<file path="config.mk">
export PLATFORM = sky130hd
export DESIGN_NAME = tsc_acq_top
export DESIGN_NICKNAME = d
export VERILOG_FILES = /design/src/rtl/tsc_pkg.sv /design/src/rtl/tsc_pulse_gen.sv /design/src/rtl/tsc_grp_cnt.sv /design/src/rtl/tsc_acq_top.sv
export SDC_FILE = /design/constraint.sdc
export NUM_CORES = 1
export LEC_CHECK = 0
export BUFFER_PORTS_ARGS = -buffer_cell sky130_fd_sc_hd__buf_2
export CAP_MARGIN = 20
export CORE_UTILIZATION = 25
export CTS_BUF_LIST = sky130_fd_sc_hd__clkbuf_8
export DETAILED_ROUTE_END_ITERATION = 10
export HOLD_SLACK_MARGIN = 0.1
export PLACE_DENSITY = 0.46
export SYNTH_ARGS = -nofsm -noshare
export SYNTH_HDL_FRONTEND = slang
export SYNTH_SLANG_ARGS = --single-unit
</file>
<file path="constraint.sdc">
create_clock -name clk -period 21.7 [get_ports clk]
set_input_delay 2.17 -clock clk [delete_from_list [all_inputs] [get_ports clk]]
set_output_delay 2.17 -clock clk [all_outputs]
set_load 0.05 [all_outputs]
</file>
<file path="src/rtl/tsc_pkg.sv">
package tsc_pkg;
  localparam int IO_PER_GRP = 4;

  localparam logic [3:0] A_CTRL = 4'd0;
  localparam logic [3:0] A_CHM  = 4'd1;
  localparam logic [3:0] A_SHM  = 4'd2;
  localparam logic [3:0] A_SMM  = 4'd3;
  localparam logic [3:0] A_IEN  = 4'd4;
  localparam logic [3:0] A_STAT = 4'd5;
  localparam logic [3:0] A_CLR  = 4'd6;

  typedef struct packed {
    logic [3:0] spare;
    logic       io_float;
    logic       sync_rise;
    logic       sync_mode;
    logic       start;
    logic       spare1;
    logic [6:0] ss_dev;
    logic       ss_div2;
    logic       ss_en;
    logic [2:0] max_code;
    logic [2:0] psc;
    logic [3:0] lo_m1;
    logic [3:0] hi_m1;
  } ctrl_t;

  // Short transfer phases need a slower pulse clock
  function automatic logic [2:0] eff_psc(input logic [3:0] lo_m1, input logic [2:0] code);
    if (lo_m1 == 4'd0 && code < 3'd2) return 3'd2;
    if (lo_m1 == 4'd1 && code < 3'd1) return 3'd1;
    return code;
  endfunction
endpackage

</file>
<file path="src/rtl/tsc_pulse_gen.sv">
module tsc_pulse_gen #(
  parameter int TMR_W = 13
) (
  input  logic       clk,
  input  logic       rst_n,
  input  logic       run,
  input  logic       launch,
  input  logic [3:0] hi_m1,
  input  logic [3:0] lo_m1,
  input  logic [2:0] psc,
  input  logic       ss_en,
  input  logic       ss_div2,
  input  logic [6:0] ss_dev,
  output logic       phase_hi,
  output logic       xfer_end
);
  localparam logic [15:0] SEED = 16'hACE1;
  localparam logic [15:0] TAPS = 16'hB400;

  logic [TMR_W-1:0] tmr, div_w, hi_dur, lo_dur, ss_add;
  logic [15:0]      lfsr, lfsr_nxt;
  logic [7:0]       ss_k;

  assign div_w    = TMR_W'(1) << psc;
  assign ss_k     = lfsr[7:0] % (8'(ss_dev) + 8'd1);
  assign ss_add   = ss_en ? (ss_div2 ? TMR_W'(ss_k) << 1 : TMR_W'(ss_k)) : '0;
  assign hi_dur   = (TMR_W'(hi_m1) + TMR_W'(1)) * div_w + ss_add;
  assign lo_dur   = (TMR_W'(lo_m1) + TMR_W'(1)) * div_w;
  assign lfsr_nxt = {1'b0, lfsr[15:1]} ^ (lfsr[0] ? TAPS : 16'h0);
  assign xfer_end = run && !phase_hi && (tmr == '0);

  always_ff @(posedge clk or negedge rst_n) begin
    if (!rst_n) begin
      tmr      <= '0;
      phase_hi <= 1'b0;
      lfsr     <= SEED;
    end else if (launch || (run && tmr == '0 && !phase_hi)) begin
      phase_hi <= 1'b1;
      tmr      <= hi_dur - TMR_W'(1);
      lfsr     <= lfsr_nxt;
    end else if (run && tmr == '0) begin
      phase_hi <= 1'b0;
      tmr      <= lo_dur - TMR_W'(1);
    end else if (run) begin
      tmr <= tmr - TMR_W'(1);
    end
  end
endmodule

</file>
<file path="src/rtl/tsc_grp_cnt.sv">
module tsc_grp_cnt #(
  parameter int CNT_W = 16
) (
  input  logic             clk,
  input  logic             rst_n,
  input  logic             clear,
  input  logic             step,
  input  logic             en,
  input  logic             thr,
  input  logic [CNT_W-1:0] maxc,
  output logic [CNT_W-1:0] cnt,
  output logic             done,
  output logic             hit_max
);
  logic             live;
  logic [CNT_W-1:0] inc;

  assign live    = step && en && !done;
  assign inc     = cnt + CNT_W'(1);
  assign hit_max = live && !thr && (inc >= maxc);

  always_ff @(posedge clk or negedge rst_n) begin
    if (!rst_n) begin
      cnt  <= '0;
      done <= 1'b0;
    end else if (clear) begin
      cnt  <= '0;
      done <= 1'b0;
    end else if (live) begin
      if (cnt < maxc) cnt <= inc;
      if (thr) done <= 1'b1;
    end
  end
endmodule

</file>
<file path="src/rtl/tsc_acq_top.sv">
module tsc_acq_top
  import tsc_pkg::*;
#(
  parameter int GROUPS = 8,
  parameter int CNT_W  = 16,
  parameter int TMR_W  = 13
) (
  input  logic                         clk,
  input  logic                         rst_n,
  input  logic                         bus_wr,
  input  logic [3:0]                   bus_addr,
  input  logic [31:0]                  bus_wdata,
  output logic [31:0]                  bus_rdata,
  input  logic                         sync_in,
  input  logic [GROUPS-1:0]            thr_in,
  output logic [IO_PER_GRP*GROUPS-1:0] io_oe,
  output logic [IO_PER_GRP*GROUPS-1:0] io_out,
  output logic                         irq,
  output logic                         busy
);
  localparam int IO_W = IO_PER_GRP * GROUPS;

  ctrl_t            ctrl_q, ctrl_d;
  logic [IO_W-1:0]  ch_mask, sh_mask, smp_mask;
  logic [1:0]       ien;
  logic             end_flag, err_flag;
  logic             s_meta, s_sync, s_prev, sync_edge;
  logic             wr_ctrl, launch, abort, step, phase_hi, xfer_end;
  logic             any_err, all_fin;
  logic [2:0]       psc_eff;
  logic [CNT_W-1:0] maxc;
  logic [GROUPS-1:0] grp_en, grp_done, grp_hit, grp_fin, grp_act;
  logic [CNT_W-1:0]  cnt [GROUPS];
  logic [GROUPS*CNT_W-1:0] cnt_flat;

  assign wr_ctrl   = bus_wr && bus_addr == A_CTRL;
  assign ctrl_d    = wr_ctrl ? ctrl_t'(bus_wdata) : ctrl_q;
  assign psc_eff   = eff_psc(ctrl_d.lo_m1, ctrl_d.psc);
  assign maxc      = (CNT_W'(256) << ctrl_q.max_code) - CNT_W'(1);
  assign sync_edge = ctrl_q.sync_rise ? (s_sync && !s_prev) : (!s_sync && s_prev);
  assign launch    = !busy && ((wr_ctrl && ctrl_d.start && !ctrl_q.start && !ctrl_d.sync_mode)
                               || (ctrl_q.start && ctrl_q.sync_mode && sync_edge));
  assign abort     = busy && wr_ctrl && !ctrl_d.start;
  assign step      = busy && xfer_end;
  assign any_err   = |grp_hit;
  assign all_fin   = &grp_fin;
  assign irq       = (end_flag && ien[0]) || (err_flag && ien[1]);

  tsc_pulse_gen #(.TMR_W(TMR_W)) u_pgen (
    .clk(clk), .rst_n(rst_n), .run(busy), .launch(launch),
    .hi_m1(ctrl_d.hi_m1), .lo_m1(ctrl_d.lo_m1), .psc(psc_eff),
    .ss_en(ctrl_d.ss_en), .ss_div2(ctrl_d.ss_div2), .ss_dev(ctrl_d.ss_dev),
    .phase_hi(phase_hi), .xfer_end(xfer_end)
  );

  for (genvar g = 0; g < GROUPS; g++) begin : g_grp
    assign grp_en[g]  = |ch_mask[IO_PER_GRP*g +: IO_PER_GRP];
    assign grp_fin[g] = !grp_en[g] || grp_done[g] || thr_in[g];
    assign grp_act[g] = busy && grp_en[g] && !grp_done[g];
    assign cnt_flat[g*CNT_W +: CNT_W] = cnt[g];
    tsc_grp_cnt #(.CNT_W(CNT_W)) u_cnt (
      .clk(clk), .rst_n(rst_n), .clear(launch), .step(step),
      .en(grp_en[g]), .thr(thr_in[g]), .maxc(maxc),
      .cnt(cnt[g]), .done(grp_done[g]), .hit_max(grp_hit[g])
    );
  end

  for (genvar j = 0; j < IO_W; j++) begin : g_io
    logic drv;
    assign drv = ch_mask[j] || sh_mask[j];
    always_comb begin
      if (grp_act[j/IO_PER_GRP]) begin
        io_oe[j]  = drv;
        io_out[j] = drv && phase_hi;
      end else begin
        io_oe[j]  = !ctrl_q.io_float && (drv || smp_mask[j]);
        io_out[j] = 1'b0;
      end
    end
  end

  always_ff @(posedge clk or negedge rst_n) begin
    if (!rst_n) begin
      ctrl_q   <= '0;
      ch_mask  <= '0;
      sh_mask  <= '0;
      smp_mask <= '0;
      ien      <= '0;
    end else if (bus_wr) begin
      case (bus_addr)
        A_CTRL:  ctrl_q   <= ctrl_d;
        A_CHM:   ch_mask  <= bus_wdata[IO_W-1:0];
        A_SHM:   sh_mask  <= bus_wdata[IO_W-1:0];
        A_SMM:   smp_mask <= bus_wdata[IO_W-1:0];
        A_IEN:   ien      <= bus_wdata[1:0];
        default: ;
      endcase
    end
  end

  always_ff @(posedge clk or negedge rst_n) begin
    if (!rst_n) begin
      {s_meta, s_sync, s_prev} <= '0;
      busy     <= 1'b0;
      end_flag <= 1'b0;
      err_flag <= 1'b0;
    end else begin
      {s_meta, s_sync, s_prev} <= {sync_in, s_meta, s_sync};
      if (bus_wr && bus_addr == A_CLR) begin
        if (bus_wdata[0]) end_flag <= 1'b0;
        if (bus_wdata[1]) err_flag <= 1'b0;
      end
      if (launch) begin
        busy <= 1'b1;
      end else if (abort) begin
        busy <= 1'b0;
      end else if (step && (any_err || all_fin)) begin
        busy     <= 1'b0;
        end_flag <= 1'b1;
        if (any_err) err_flag <= 1'b1;
      end
    end
  end

  always_comb begin
    bus_rdata = '0;
    if (bus_addr[3]) begin
      if (int'(bus_addr[2:0]) < GROUPS) bus_rdata = 32'(cnt[bus_addr[2:0]]);
    end else begin
      case (bus_addr)
        A_CTRL: begin
          bus_rdata       = ctrl_q;
          bus_rdata[10:8] = eff_psc(ctrl_q.lo_m1, ctrl_q.psc);
        end
        A_CHM:  bus_rdata = 32'(ch_mask);
        A_SHM:  bus_rdata = 32'(sh_mask);
        A_SMM:  bus_rdata = 32'(smp_mask);
        A_IEN:  bus_rdata = 32'(ien);
        A_STAT: begin
          bus_rdata[0]           = end_flag;
          bus_rdata[1]           = err_flag;
          bus_rdata[8 +: GROUPS] = grp_done;
          bus_rdata[16]          = busy;
        end
        default: ;
      endcase
    end
  end
endmodule

</file>
== Word level (Yosys, flattened, before mapping) ==
Index checks and enable logic that the tools add are counted.

* Logic and storage cells: 571
* Flip-flop bits (word level): 302
* Output and inout bits: 98

* Bitwise operators: 2
* Shifts and indexed selects: 2
* Reduce and logical (&&, ||, !) cells: 315
* Divide/modulo/power cells: 1
* Magnitude comparators: 21
* Eq/ne operators: 8
* Muxes and demuxes: 162
* Add/subtract/negate cells: 16
* Multiply operators: 2

{| class="wikitable"
|+ Operators by type and width
! cell !! number
|-
| $mux 16 || 27
|-
| $logic_and 1x1->1 || 136
|-
| $add 16x1->16 const B || 8
|-
| $ge 16x16->1 || 8
|-
| $lt 16x16->1 || 8
|-
| $mux 1 || 115
|-
| $logic_or 1x1->1 || 84
|-
| $pmux 15 s4 || 1
|-
| $mux 13 || 4
|-
| $reduce_bool 2->1 || 25
|-
| $bmux 16 s3 || 1
|-
| $pmux 9 s5 || 1
|-
| $reduce_and 2->1 || 21
|-
| $sub 13x1->13 const B || 3
|-
| $logic_not 1->1 || 32
|-
| $mux 32 || 1
|-
| $reduce_or 4->1 || 8
|-
| $mul 13x13->13 || 2
|-
| $mux 26 || 1
|-
| $mux 3 || 8
|-
| $pmux 6 s4 || 1
|-
| $shl 9x3->16 const A || 1
|-
| $sub 16x2->16 const B || 1
|-
| $xor 15x16->16 || 1
|-
| other kinds (20) || 31
|}

== Longest topological paths before layout ==
Gate-level depths: netlist (run 1).

* Depth in word-level cells: 14
* Depth in mapped cells: 86
* Mapped depth without buffers: 78

== Modules after synthesis ==
A second synthesis (run 1) with hierarchy kept.

* Cells, all modules: 3267
* Area total of the unflattened synthesis: 28556.1 um2

{| class="wikitable"
|+ Modules (own cells, without submodules)
! module !! area each (um2) !! seq. area each (um2) !! instances !! cells an instance
|-
| tsc_grp_cnt || 1719.1 || 425.4 || 8 || 203
|-
| tsc_acq_top || 8062.7 || 3403.3 || 1 || 791
|-
| tsc_pulse_gen || 6740.2 || 760.7 || 1 || 852
|}

== Least setup slack after synthesis (run 1) ==
No wires, ideal clock.

* Kind: in2reg
* From: input port bus_addr[2]
* To: register u_pgen.tmr[11]
* Library setup time: 0.124 ns
* Path slack: 4.256 ns
* Path buffers: 9
* Required time: 21.576 ns
* Arrival time: 17.320 ns
* Stages on the path: 80
* Path through: clkbuf_1 > nor4_1 > clkbuf_1 > nand2_1 > clkbuf_1 > clkbuf_1 > buf_1 > mux2_2 > ha_1 > nand3_1 > nor3_1 > o22a_1 > o21a_1 > buf_2 > and2_1 > a31oi_1 > a31oi_1 > ha_1 > [... 44 more ...] > a31oi_1 > a211oi_1 > o21a_1 > clkbuf_1 > nor3_1 > a211oi_1 > o22ai_1 > fa_1 > ha_1 > nor2b_1 > o21ai_0 > a21boi_0 > o21ai_0 > a21oi_1 > o311a_1 > or3_1 > o211ai_1 > nand2_1

{| class="wikitable"
|+ RTL lines
! element !! RTL line !! text
|-
| start: declaration || tsc_acq_top.sv:11 || <nowiki>input logic [3:0] bus_addr,</nowiki>
|-
| end signal: assignment || tsc_pulse_gen.sv:39 || <nowiki>tmr <= hi_dur - TMR_W'(1);</nowiki>
|-
| end signal: assignment || tsc_pulse_gen.sv:43 || <nowiki>tmr <= lo_dur - TMR_W'(1);</nowiki>
|-
| end signal: assignment || tsc_pulse_gen.sv:45 || <nowiki>tmr <= tmr - TMR_W'(1);</nowiki>
|-
| end: declaration || tsc_pulse_gen.sv:20 || <nowiki>logic [TMR_W-1:0] tmr, div_w, hi_dur, lo_dur, ss_add;</nowiki>
|}

==> summary.md, run 1 <==
| Metric | Value |
|---|---|
| Status | `complete, no violations` |
| CORE AREA | `between 0.1 and 0.15 mm2` |
| First-pass GRT wire length | `between 100000 and 150000 um` |
| CTS sink cnt | `302` |
| Initial drt markers | `roughly 1800` |
| Reg2Reg Launch Point | `ctrl_q[16]` |
| Worst-case headroom to the max-slew limit | `0.2321` |
| Most area-consuming cells after synthesis | `dfrtp_1 (29%), ha_1 (12%), mux2_2 (6.9%), nand2_1 (5.3%), fa_1 (4.0%)` |
| Dominant cell by count in the synthesized netlist | `nand2_1` |
| Cell type of the slowest stage on the worst timing path | `nor3_1` |
| Post-place setup slack | `approximately 2100 ps` |
| Overall via count from detail_route | `about 22000` |
| Clock period minus worst slack | `18590 ps` |
| Clock Skew | `roughly 47 ps` |
| Worst setup slack for register-to-register paths | `between 5000 and 6000 ps` |
| Worst path required time | `22260 ps` |
| Count of final hold-check violations | `0` |
| Die X | `320.1 um` |
| Sum Neg Setup Slack | `0 ps` |
| Post-synth EDFFs | `0` |
| Top_reg_cell synth | `dfrtp_1` |
| Net count of the finished layout | `3324` |
| Number of clock buffers inserted by TritonCTS | `60` |
| Post-DR vias/cell | `5.119` |
| Clock-pin transition on the worst setup and hold timing paths | `about 60 ps` |
| Synth cell count leaders | `nand2_1 (354), dfrtp_1 (294), ha_1 (243)` |
| Half-perimeter wire length after placement | `between 60000 and 70000 um` |
| Hold Crit Class | `register to register` |
| Clock tree from TritonCTS | `yes` |
| Pin count of the biggest net entering global routing | `93` |
| Highest clock frequency the design can meet | `about 54 MHz` |
| Hold Crit Start | `s_meta` |
| First-pass iteration count of the detailed router | `6` |
| Leakage | `between 10 and 15 nW` |
| Port buffer count | `around 150` |
| Routed WL | `~89000 um` |
| Number of synthesized register bits | `302` |
| Syn avg cell area | `approximately 9 um2` |
| Antenna Nets Post-Route | `0` |
| Sequential cell area in the final layout | `~0.0076 mm2` |
| Worst-case hold slack | `398.6 ps` |
| Gates resized, CTS repair | `0` |
| Most numerous cell on the critical path | `ha_1` |
| Measured slew at the worst slew-check pin | `around 1100 ps` |
| RD Place Congestion | `around 0.86` |
| FF-to-FF path depth | `71` |
| Fraction of the yosys area taken by sequential cells | `0.2992` |
| Multi-input gate area in the final layout | `about 0.017 mm2` |
| Count of filler cells inserted in the layout | `~11000` |
| Critical path endpoint category | `register` |
| CTS H-Tree Depth | `2` |
| Worst-skew pair later-pin latency | `slightly above 700 ps` |
| Worst voltage drop across the vdd grid | `approximately 0.15 mV` |
| Arrival time reported for the critical path endpoint | `roughly 19000 ps` |
| Vertical die dimension | `320.1 um` |
| Setup Viol. Count Final | `0` |
| Routed WL per cell | `roughly 20 um` |
| Max-slew violation count | `0` |
| Kind of critical path | `input pin to register` |
| Grt ovf | `0` |
| Core Rows | `116` |
| Clock tree root driver cell | `clkbuf_8` |
| Cell accounting for the most synthesized area | `dfrtp_1` |
| # hold bufs at CTS | `0` |
| DRC violation count after routing | `0` |
| Number of unique standard cell types used by synthesis | `77` |
| Power Density | `between 100 and 150 mW/mm2` |
| Maximum fanout count along the critical path | `41` |
| Part of the cycle the worst path needs | `0.8567` |
| Yosys top cell area share | `0.2909` |
| Cells after Synth | `2827` |
| Antenna violations before repair | `7` |
| GRT Total Usage | `0.1721` |
| Post CTS Setup Buffer Count | `0` |
| Mapped cell area | `between 0.02 and 0.03 mm2` |
| End of the worst register-to-register path | `u_pgen.tmr[11]` |
| Area added between synthesis and finish | `15.36%` |
| Ys async rst share | `1.000` |
| Number of max-cap violations | `0` |
| Share of cells above drive strength 1 | `0.1744` |
| Initial core utilization | `0.2526` |
| Crit path setup slack, layout | `3109 ps` |
| Largest stage delay on the critical path | `~560 ps` |
| Worst-case clock buffer depth | `3` |
| Instance count along the most critical hold path | `0` |
| Setup repair after global routing missed its margin | `false` |
| Number of global-route vias before repair | `roughly 22000` |
| Endpoint of the worst hold path | `s_sync` |
| Synth warnings | `0` |
| Count of boundary I/O pins | `about 150` |
| Crit start category | `input pin` |
| Floorplan die area | `0.1024 mm2` |
[state kept, by name, summed over array words and instances (netlist names), 2 cells and up]
| name | flops |
|---|---|
| g_grp.u_cnt.cnt | 128 |
| ch_mask | 32 |
| ctrl_q | 32 |
| sh_mask | 32 |
| smp_mask | 32 |
| u_pgen.lfsr | 16 |
| u_pgen.tmr | 13 |
| g_grp.u_cnt.done | 8 |
| ien | 2 |
[cell usage in the layout, fill, tap and decap left out, types with 50 or more instances in the layout]
cell type	netlist	layout
a22oi_1	87	87
a21oi_1	109	106
buf_2	6	146
xnor2_1	58	58
nand2_1	354	351
nor2_1	200	197
and2_1	65	65
ha_1	243	243
inv_1	147	167
nor3_1	57	53
a21o_1	85	84
dfrtp_1	294	293
nand3_1	117	117
fa_1	50	50
nand2b_1	57	57
clkbuf_8	0	80
mux2_2	154	154
o21ai_0	132	131
[worst max-delay path by stage]
stage / startpoint / end / slack [ps] / cells past startpoint
detailed placement: bus_addr[1] / u_pgen.tmr[11] / 2110 / 75
global placement: bus_addr[1] / u_pgen.tmr[11] / 2290 / 75
finish: bus_addr[1] / u_pgen.tmr[11] / 3110 / 76
floorplan: bus_addr[2] / u_pgen.tmr[11] / 4260 / 80
global route: bus_addr[1] / u_pgen.tmr[11] / 1550 / 77
CTS: bus_addr[1] / u_pgen.tmr[11] / 2790 / 75
[cells by family after synthesis]
group | synth area share
AND/OR/NAND/NOR | 0.1990
XOR/XNOR | 0.03394
flip-flops | 0.2992
AO/OA/AOI/OAI | 0.1633
multiplexers | 0.1054
other | 0.0001483
buffers and inverters | 0.03933
adder cells (fa/ha/maj) | 0.1598
[metal layers]
layer | share of wire | up-vias | track usage
met3 | 0.056 | 99 | 0.02672
met5 | 0.00047 | - | 0
met4 | 0.020 | 6 | 0.04370
met1 | 0.48 | 11030 | 0.2482
met2 | 0.44 | 526 | 0.2655
li1 | - | 10540 | -
[cell type report]
class | count | area share
multi-input combinational | 2277 | 0.5793
clock inverter | 33 | 0.01029
tap | 1298 | 0.05566
clock buffer | 80 | 0.03774
antenna | 4 | 0.0003431
timing repair buffer | 195 | 0.03834
inverter | 147 | 0.01891
sequential | 302 | 0.2594
[report_power, final]
group | leakage [nW] | total [W] | switching, W | internal [W]
logic | 9.27 | 0.00244 | 0.00150 | 0.000942
clock network | 0.779 | 0.000687 | 0.000288 | 0.000399
registers | 3.66 | 0.000743 | 0.000101 | 0.000642
[through the flow]
stage	instance area, um2	total power, W	util	cells
global route	29170	0.004216	0.2913	4334
detailed placement	27740	0.003184	0.2770	4216
finish	29180	0.003868	0.2914	4336
floorplan	25350	0.002596	-	2842
CTS	29140	0.003894	0.2910	4329
global placement	27740	0.003188	0.2770	4216
[critical path: cells and delay by family]
family / cells / cell delay (ps)
compound gates: 35 / 7120
fa+ha+maj: 10 / 3370
buf+inv: 7 / 1190
mux: 2 / 960
simple gates: 22 / 4270
No activity file was read; power rests on OpenSTA's default activity.
==> run 2: changes to the inputs <==
REMOVE_ABC_BUFFERS = 1   (was not set)
==> summary.md, run 2 (synthesis results as in run 1) <==
| Metric | Value |
|---|---|
| Overall via count from detail_route | `22130 (-0.28%)` |
| Global routing usage on met3 | `0.02292 (-0.003799)` |
| Clock-pin transition on the worst setup and hold timing paths | `60 ps (about the same)` |
| Worst-case clock buffer depth | `3 (unchanged)` |
| Highest clock frequency the design can meet | `53.60 MHz (-0.35%)` |
| Power Density | `132.0 mW/mm2 (-0.43%)` |
| Arrival time reported for the critical path endpoint | `19240 ps (+80 ps)` |
| Hold Crit Class | `register to register` |
| Number of global-route vias before repair | `21600 (-0.55%)` |
| Cell type of the slowest stage on the worst timing path | `nor3_1` |
| Die X | `320.1 um (unchanged)` |
| Sum Neg Setup Slack | `0 ps (unchanged)` |
| Critical path endpoint category | `register` |
| # hold bufs at CTS | `0 (unchanged)` |
| Sw frac | `0.4936 (+0.006423)` |
| Net count of the finished layout | `3326 (+0.060%)` |
| Grt ovf | `0 (unchanged)` |
| Area added between synthesis and finish | `14.93%` |
| Vertical die dimension | `320.1 um (unchanged)` |
| Core Rows | `116 (unchanged)` |
| First-pass GRT wire length | `137800 um (+0.80%)` |
| Layer with the highest usage after global routing | `met2` |
| Count of boundary I/O pins | `146 (unchanged)` |
| DRC violation count after routing | `0 (unchanged)` |
| Power after layout | `0.003837 W (-0.80%)` |
| Number of flip-flops under the largest register name | `128 (unchanged)` |
| Most numerous cell on the critical path | `ha_1` |
| Largest stage delay on the critical path | `540 ps (-20 ps)` |
| Count of final hold-check violations | `0 (unchanged)` |
| Number of clock buffers inserted by TritonCTS | `59 (-1.7%)` |
| Initial core utilization | `0.2526 (unchanged)` |
| Cell area after layout | `0.02907 mm2 (-0.37%)` |
| Post-place setup slack | `2235 ps (+123.2 ps)` |
| Pin count of the biggest net entering global routing | `146 (+57%)` |
| Met1 routing resource usage after global routing | `0.2612 (+0.01300)` |
| Logic gate share of total power | `0.640 (+0.010)` |
| Commonest cells after routing, fill and taps aside | `nand2_1 (351), dfrtp_1 (293), ha_1 (243)` |
| Clock tree root driver cell | `clkbuf_8` |
| Largest Register | `g_grp.u_cnt.cnt` |
| Placed cell areas | `0.02778 mm2 (+0.14%)` |
| Port buffer count | `145 (unchanged)` |
| CTS sink cnt | `302 (unchanged)` |
| Leakage | `13.64 nW (-0.43%)` |
| Setup repair after global routing missed its margin | `false` |
| Post CTS Setup Buffer Count | `0 (unchanged)` |
| Number of max-cap violations | `0 (unchanged)` |
| Clock tree from TritonCTS | `yes` |
| Floorplan die area | `0.1024 mm2 (unchanged)` |
| Most common library cell in the layout ignoring fill and taps | `nand2_1` |
| Routed WL per cell | `20.80 um (+1.3%)` |
| RD Place Congestion | `0.8581 (-0.53%)` |
| Routed WL | `90050 um (+1.2%)` |
| Worst path required time | `22280 ps (+20 ps)` |
| Worst-case hold slack | `378.5 ps (-20.14 ps)` |
| Clock period minus worst slack | `18660 ps (+66.08 ps)` |
| First-pass iteration count of the detailed router | `6 (unchanged)` |
| Maximum fanout count along the critical path | `24 (-41%)` |
| CORE AREA | `0.1001 mm2 (unchanged)` |
| Internal Dissipation | `0.001943 W (-2.0%)` |
| Post-DR vias/cell | `5.112 (-0.12%)` |
| Net switching component of the power | `0.001894 W (+0.51%)` |
| Half-perimeter wire length after placement | `67510 um (+0.56%)` |
| Initial drt markers | `1924 (+5.1%)` |
| Part of the cycle the worst path needs | `0.8598 (+0.003045)` |
| Proportion of power drawn by the clock network | `0.165 (-0.013)` |
| Worst-case headroom to the max-slew limit | `0.3244 (+0.09231)` |
| Clock Skew | `27.39 ps (-19.94 ps)` |
| Worst voltage drop across the vdd grid | `0.1396 mV (-7.6%)` |
| Antenna Nets Post-Route | `0 (unchanged)` |
| Crit start category | `input pin` |
| Measured slew at the worst slew-check pin | `1004 ps (-137.2 ps)` |
| GRT Total Usage | `0.1746 (+0.002515)` |
| Kind of critical path | `input pin to register` |
| Worst-skew pair later-pin latency | `710 ps (about the same)` |
| Met2 Usage GRT | `0.2647 (-0.0008195)` |
| Share of cells above drive strength 1 | `0.1756 (+0.001278)` |
| Crit path setup slack, layout | `3043 ps (-66.08 ps)` |
| Gates resized, CTS repair | `0 (unchanged)` |
| Status | `complete, no violations` |
| Antenna violations before repair | `7 (unchanged)` |
| Seq pwr share | `0.195 (+0.003)` |
| Setup Viol. Count Final | `0 (unchanged)` |
| Max-slew violation count | `0 (unchanged)` |
| CTS H-Tree Depth | `2 (unchanged)` |
[run 2: final cells by class]
class	instances	area [um2]
diodes	2	5.005
clock buffers	77	1060
clock inverters	28	207.7
fillers	10680	71080
inverters	147	551.8
multi-input cells	2277	16900
flip-flops and latches	302	7569
well taps	1298	1624
repair buffers	198	1151
[run 2: per-layer routing]
layer	share of wire	wire, um
met1	0.50	45070
met2	0.43	38600
met3	0.053	4758
met4	0.018	1584
met5	0.00029	26
[run 2: power groups by stage]
stage          logic (W)  registers (W)  clock network [W]
2_1_floorplan    0.00186       0.000711                  0
3_3_place_gp     0.00244       0.000755                  0
3_5_place_dp     0.00245       0.000754                  0
4_1_cts          0.00246       0.000745           0.000655
5_1_grt          0.00274       0.000760           0.000677
6_report         0.00246       0.000747           0.000633
[run 2: per-stage QoR]
step / std cells / util
6_report: 4329 / 0.2903
5_1_grt: 4328 / 0.2902
3_5_place_dp: 4220 / 0.2774
2_1_floorplan: 2726 / -
4_1_cts: 4325 / 0.2900
3_3_place_gp: 4220 / 0.2774
[run 2: final timing paths]
kind / from / endpoint / slack, ps / cells after the start
max: bus_addr[3] / u_pgen.tmr[11] / 3040 / 74
min: s_meta / s_sync / 380 / 0
max reg2reg: ctrl_q[16] / u_pgen.tmr[11] / 5420 / 71
min reg2reg: s_meta / s_sync / 380 / 0
max in group asynchronous: rst_n / ctrl_q[27] / 18720 / 2
min in group asynchronous: rst_n / smp_mask[21] / 1460 / 1
[run 2: worst max-delay path: cells and delay by family]
family	cells	cell delay, ps
AO/OA/AOI/OAI	35	7330
AND/OR/NAND/NOR	22	4470
adder cells (fa/ha/maj)	10	3370
buffers and inverters	5	980
multiplexers	2	920
